===== src/rtl/fifo_pair_irq_pkg.sv =====
package fifo_pair_irq_pkg;

  typedef enum logic [2:0] {
    A_CTRL  = 3'd0,
    A_LEVEL = 3'd1,
    A_EN    = 3'd2,
    A_FLAG  = 3'd3,
    A_TXD   = 3'd4,
    A_RXD   = 3'd5
  } reg_addr_e;

  localparam int N_FLAGS = 4;

  // Bit position of compact flag i in the enable and flag words.
  function automatic int flag_pos(input int i);
    return 4 * i;
  endfunction

  function automatic logic [31:0] spread_flags(input logic [N_FLAGS-1:0] f);
    logic [31:0] w;
    w = '0;
    for (int i = 0; i < N_FLAGS; i++) w[flag_pos(i)] = f[i];
    return w;
  endfunction

  function automatic logic [N_FLAGS-1:0] gather_flags(input logic [31:0] w);
    logic [N_FLAGS-1:0] f;
    for (int i = 0; i < N_FLAGS; i++) f[i] = w[flag_pos(i)];
    return f;
  endfunction

  function automatic int default_level(input int depth);
    return (depth * 3) / 4;
  endfunction

  function automatic logic [31:0] pack_levels(input logic [7:0] rxc, input logic [7:0] txc);
    return {8'h00, txc, 8'h00, rxc};
  endfunction

endpackage


===== src/rtl/byte_fifo.sv =====
module byte_fifo #(
  parameter int DEPTH = 128,
  parameter int W     = 8,
  localparam int AW    = $clog2(DEPTH),
  localparam int CNT_W = $clog2(DEPTH + 1)
) (
  input  logic             clk,
  input  logic             rst_n,
  input  logic             flush,
  input  logic             push,
  input  logic [W-1:0]     din,
  input  logic             pop,
  output logic [W-1:0]     dout,
  output logic [CNT_W-1:0] count,
  output logic             full,
  output logic             empty
);
  logic [W-1:0]  mem [DEPTH];
  logic [AW-1:0] wr_ptr, rd_ptr;
  logic          push_ok, pop_ok;

  assign full    = (count == CNT_W'(DEPTH));
  assign empty   = (count == '0);
  assign push_ok = push & ~full & ~flush;
  assign pop_ok  = pop & ~empty & ~flush;
  assign dout    = mem[rd_ptr];

  always_ff @(posedge clk) begin
    if (push_ok) mem[wr_ptr] <= din;
  end

  always_ff @(posedge clk or negedge rst_n) begin
    if (!rst_n) begin
      wr_ptr <= '0;
      rd_ptr <= '0;
      count  <= '0;
    end else if (flush) begin
      wr_ptr <= '0;
      rd_ptr <= '0;
      count  <= '0;
    end else begin
      if (push_ok) wr_ptr <= wr_ptr + 1'b1;
      if (pop_ok)  rd_ptr <= rd_ptr + 1'b1;
      count <= count + CNT_W'(push_ok) - CNT_W'(pop_ok);
    end
  end
endmodule


===== src/rtl/sticky_flags.sv =====
module sticky_flags #(
  parameter int N = 4
) (
  input  logic         clk,
  input  logic         rst_n,
  input  logic [N-1:0] set,
  input  logic [N-1:0] clr,
  output logic [N-1:0] flags
);
  for (genvar i = 0; i < N; i++) begin : g_flag
    always_ff @(posedge clk or negedge rst_n) begin
      if (!rst_n)      flags[i] <= 1'b0;
      else if (clr[i]) flags[i] <= 1'b0;
      else if (set[i]) flags[i] <= 1'b1;
    end
  end
endmodule


===== src/rtl/fifo_pair_irq.sv =====
module fifo_pair_irq
  import fifo_pair_irq_pkg::*;
#(
  parameter int DEPTH = 128,
  localparam int CNT_W = $clog2(DEPTH + 1),
  localparam int LVL_W = 8
) (
  input  logic        clk,
  input  logic        rst_n,
  input  logic        wr_en,
  input  logic        rd_en,
  input  logic [2:0]  addr,
  input  logic [31:0] wdata,
  output logic [31:0] rdata,
  input  logic        tx_pop,
  output logic [7:0]  tx_byte,
  output logic        tx_avail,
  input  logic        rx_push,
  input  logic [7:0]  rx_byte,
  input  logic        xfer_done,
  output logic        irq
);
  localparam logic [LVL_W-1:0] LVL_RST = LVL_W'(default_level(DEPTH));

  logic [LVL_W-1:0]   rx_lvl, tx_lvl;
  logic [N_FLAGS-1:0] en, flags, ev_set, ev_clr;
  logic [CNT_W-1:0]   rx_cnt, tx_cnt;
  logic [7:0]         rx_dout, tx_dout;
  logic               rx_full, rx_empty, tx_full, tx_empty;

  // named internal events
  logic wr_ctrl, wr_en_reg, wr_flag, wr_txd, rd_rxd;
  logic rx_flush, tx_flush;
  logic ev_rx_ready, ev_tx_req, ev_overrun, ev_done;

  assign wr_ctrl   = wr_en && (addr == A_CTRL);
  assign wr_en_reg = wr_en && (addr == A_EN);
  assign wr_flag   = wr_en && (addr == A_FLAG);
  assign wr_txd    = wr_en && (addr == A_TXD);
  assign rd_rxd    = rd_en && (addr == A_RXD);
  assign rx_flush  = wr_ctrl && wdata[15];
  assign tx_flush  = wr_ctrl && wdata[31];

  byte_fifo #(.DEPTH(DEPTH), .W(8)) u_tx (
    .clk(clk), .rst_n(rst_n), .flush(tx_flush), .push(wr_txd), .din(wdata[7:0]),
    .pop(tx_pop), .dout(tx_dout), .count(tx_cnt), .full(tx_full), .empty(tx_empty)
  );

  byte_fifo #(.DEPTH(DEPTH), .W(8)) u_rx (
    .clk(clk), .rst_n(rst_n), .flush(rx_flush), .push(rx_push), .din(rx_byte),
    .pop(rd_rxd), .dout(rx_dout), .count(rx_cnt), .full(rx_full), .empty(rx_empty)
  );

  always_ff @(posedge clk or negedge rst_n) begin
    if (!rst_n) begin
      rx_lvl <= LVL_RST;
      tx_lvl <= LVL_RST;
      en     <= '0;
    end else begin
      if (wr_ctrl) begin
        rx_lvl <= wdata[7:0];
        tx_lvl <= wdata[23:16];
      end
      if (wr_en_reg) en <= gather_flags(wdata);
    end
  end

  assign ev_rx_ready = 16'(rx_cnt) >= 16'(rx_lvl);
  assign ev_tx_req   = 16'(tx_cnt) <= 16'(tx_lvl);
  assign ev_overrun  = rx_push && rx_full;
  assign ev_done     = xfer_done;

  assign ev_set = {ev_done, ev_overrun, ev_tx_req, ev_rx_ready};
  assign ev_clr = wr_flag ? gather_flags(wdata) : '0;

  sticky_flags #(.N(N_FLAGS)) u_flags (
    .clk(clk), .rst_n(rst_n), .set(ev_set), .clr(ev_clr), .flags(flags)
  );

  assign irq      = |(flags & en);
  assign tx_avail = ~tx_empty;
  assign tx_byte  = tx_empty ? 8'h00 : tx_dout;

  always_comb begin
    case (addr)
      A_CTRL:  rdata = {8'h00, tx_lvl, 8'h00, rx_lvl};
      A_LEVEL: rdata = pack_levels(8'(rx_cnt), 8'(tx_cnt));
      A_EN:    rdata = spread_flags(en);
      A_FLAG:  rdata = spread_flags(flags);
      A_RXD:   rdata = rx_empty ? 32'h0 : {24'h0, rx_dout};
      default: rdata = 32'h0;
    endcase
  end
endmodule


===== config.mk =====
export PLATFORM = sky130hd
export DESIGN_NAME = fifo_pair_irq
export DESIGN_NICKNAME = d
export VERILOG_FILES = /design/src/rtl/fifo_pair_irq_pkg.sv /design/src/rtl/byte_fifo.sv /design/src/rtl/sticky_flags.sv /design/src/rtl/fifo_pair_irq.sv
export SDC_FILE = /design/constraint.sdc
export NUM_CORES = 2
export LEC_CHECK = 0
export ABC_CLOCK_PERIOD_IN_PS = 3400
export CAP_MARGIN = 25
export CORE_MARGIN = 2
export CORE_UTILIZATION = 45
export CTS_CLUSTER_DIAMETER = 200
export DETAILED_ROUTE_END_ITERATION = 10
export HOLD_SLACK_MARGIN = 0.08
export PLACE_DENSITY_LB_ADDON = 0.2
export SLEW_MARGIN = 20
export SYNTH_ARGS = -nofsm -noshare
export SYNTH_HDL_FRONTEND = slang
export SYNTH_SLANG_ARGS = --single-unit
export TNS_END_PERCENT = 5

===== constraint.sdc =====
create_clock -name clk -period 3.4 [get_ports clk]
set_input_delay 0.68 -clock clk [delete_from_list [all_inputs] [get_ports clk]]
set_output_delay 0.68 -clock clk [all_outputs]
set_load 0.05 [all_outputs]

==> impl_metrics.ini <==
[route]
wl_per_cell_um = 27.6
antenna_left = 0
via_per_inst = 5.68
totalWireLength_um = 211000
vias = 43300
detail_route.first_pass.iterations = 8
post-route-drc-count = 0
drtIter0Drc = 4328

[worst_hold_path]
min_path_type = in2reg

[yosys]
synth_edf_count = 2048
ys_ff_latch = 2116
synth.top_cells.by_area = edfxtp_1 (74%), mux4_2 (13%), mux2i_1 (2.2%), dfrtp_1 (1.9%), nor2_1 (1.6%)
synth_commonest_cells = edfxtp_1 (2048), mux4_2 (467), nor2_1 (354), mux2i_1 (180), nand2_1 (105)
synth_most_common_cell = edfxtp_1
ys.warnings.count = 0
yosysTopAreaCellShare_pct = 73.6
ys.flop_type = edfxtp_1
ys_seq_area_share_pct = 75.7
syn_area_per_cell_um2 = 20.0
synth_largest_area_cell = edfxtp_1
netlist_area_um2 = 83500
async_flop_share_pct = 3.21
synthesis.instances = 4171
synth_cell_types = 62

[flow_run]
maxCapViolCount = 0

[global_route]
grt_pass1_vias = 44200
grt_max_degree = 117
grt_overflow = 0
antenna_found_initial = 2
track_usage_pct = 22.2
grt_pass1_wl_um = 307000

[floorplanning]
fp.dieW_um = 435
dieArea_um2 = 189000
ioPinCount = 92
die_y_um = 435
num_rows = 158
fp.coreArea_um2 = 185000
initial_utilization_pct = 45.2

[status]
status = complete, but fails checks
violations = negative setup slack

[clock_tree]
cts_tree = done
clock_sinks = 2116
clockBufferDepth = 3
cts_htree_levels = 4
clkTransAtPathRegs_ns = 0.06
root_buffer = clkbuf_16
insertion_delay_ns = 0.85
cts_made_buffers = 204

[layout]
fill_cells = 14200
syn2layout_area_growth_pct = 20.5
stdcell_count = 7633
drive_gt1_share_pct = 33.6
nets = 5070
final_area_um2 = 101000
multi_input_area_um2 = 19800
seq_area_um2 = 63200

[placement]
dp_slack_ns = -0.921
routabilityCongestion = 0.868
detailed_place_hpwl_um = 135000
place_inst = 7213
placed_area_um2 = 92600
portBuffers = 65

[timing]
worst_slack_ns = -0.993
hold_viol_final = 0
layout_worst_path_cycle_share_pct = 129
min_period_ns = 4.39
drv_slew = 0
fmax_mhz = 228
relSlewSlack_pct = 34.9
finClkSkew_ns = 0.0283
worst_pin_slew_ns = 0.976
rsz0062_at_grt = true
setup_viol = 16

[power]
p_leak_nw = 33.0
peakVddDrop_mv = 0.654
finalPower_w = 0.0741
power.density_nw_per_um2 = 736

[critical_path]
cp_max_fo = 10
cp.arrival_ns = 3.71
cp-end-kind = output pin
path_class = reg2out
cp-start-kind = flip-flop
cp.required_ns = 2.72
==> power breakdown <==
group | switching (W) | total (W) | internal, W | leakage (nW)
Sequential | 0.000414 | 0.0295 | 0.0291 | 19.2
Clock | 0.00983 | 0.0220 | 0.0122 | 3.16
Combinational | 0.0119 | 0.0226 | 0.0107 | 10.7
Total | 0.0222 | 0.0741 | 0.0520 | 33.0
==> path summary, 6_finish.rpt <==
check	from	to	slack, ns	cells after the start
min in group asynchronous	rst_n	u_tx.rd_ptr[1]	0.45	2
worst min-delay path	wdata[3]	u_tx.mem[68][3]	0.21	1
worst max-delay path	u_rx.rd_ptr[0]	rdata[7]	-0.99	12
worst min register to register	tx_lvl[6]	tx_lvl[6]	0.52	2
max in group asynchronous	rst_n	u_tx.rd_ptr[0]	2.18	3
worst max register to register	u_tx.count[2]	u_tx.count[6]	0.06	17
==> stage by stage <==
stage | setup TNS, ns | utilization (%) | hold WS [ns]
after CTS | -15.41 | 54.2 | 0.153
final | -14.46 | 54.5 | 0.209
after global routing | -16.53 | 54.5 | 0.179
after global placement | -29.86 | 50.1 | 0.508
after floorplan | -2.19 | - | 0.384
after detailed placement | -29.04 | 50.1 | 0.510
==> final cells by class <==
class | instances | share of cell area (%)
Inverter | 41 | 0.153
Antenna cell | 1 | 0.00249
Sequential cell | 2116 | 62.8
Multi-Input combinational cell | 1781 | 19.7
Clock buffer | 251 | 5.29
Timing Repair Buffer | 830 | 7.82
Tap cell | 2480 | 3.08
Clock inverter | 133 | 1.14
==> cell usage in the layout (no fill, tap or decap), types with 14 or more instances in the layout <==
| master | instances |
|---|---|
| xnor2_1 | 14 |
| nor2b_1 | 18 |
| o221ai_1 | 15 |
| a22o_1 | 20 |
| mux4_2 | 467 |
| o22ai_1 | 60 |
| nor2_1 | 346 |
| o21ai_0 | 43 |
| clkdlybuf4s50_1 | 21 |
| buf_12 | 101 |
| nor3_1 | 24 |
| buf_4 | 673 |
| buf_6 | 17 |
| clkinv_2 | 44 |
| inv_1 | 40 |
| dfrtp_1 | 58 |
| mux2i_1 | 173 |
| mux2_2 | 15 |
| nand2_1 | 102 |
| a21oi_1 | 55 |
| a211oi_1 | 15 |
| clkbuf_1 | 43 |
| conb_1 | 14 |
| ha_1 | 43 |
| clkinv_1 | 52 |
| clkbuf_16 | 205 |
| nand3_1 | 37 |
| a22oi_1 | 46 |
| edfxtp_1 | 2048 |
| a221oi_2 | 15 |
==> state kept, by name (all words and copies together) (netlist names) <==
signal	flops
u_rx.wr_ptr	7
u_flags.flags	4
u_rx.rd_ptr	7
tx_lvl	8
u_tx.count	8
u_tx.mem	1024
rx_lvl	8
u_rx.count	8
en	4
u_tx.wr_ptr	7
u_rx.mem	1024
u_tx.rd_ptr	7
==> cells by family after synthesis <==
family                     Yosys count  share of synthesized area, %
xor gates and xnor gates            27                         0.283
AOI/OAI and AO/OA                  396                          3.23
other                                1                       0.00449
adders and majority gates           46                         0.707
muxes                              663                          15.0
and+or+nand+nor                    635                          3.31
DFF                               2116                          75.7
buffers and inverters              287                          1.83
==> critical path, stage by stage (launching register included) <==
cell and delay [ns]:
dfrtp_4 0.52, buf_12 0.14, buf_12 0.13, buf_4 0.15
buf_12 0.15, buf_12 0.15, mux4_2 0.49, a211oi_2 0.26
a21oi_2 0.10, buf_4 0.19, a211oi_4 0.29, a211oi_4 0.13
buf_12 0.18
==> per-layer routing <==
layer  wire [µm]  global-route usage, %  vias to the layer above
met2      106000                   37.1                     1351
li1            -                      -                    18700
met3       10700                   3.28                      360
met5          13                      0                        -
met4        6960                   7.82                        2
met1       87400                   29.8                    22900
==> what timing repair did <==
item | in CTS | in global routing
setup buffers | 28 | 8
pin swaps | 35 | 31
resized for setup | 160 | 66
setup endpoints to repair | 18 | 22
gates cloned | 4 | 1
hold buffers | 1 | 0
endpoints found under the hold margin | 40 | 0
Power figures use the tool's default switching activity.
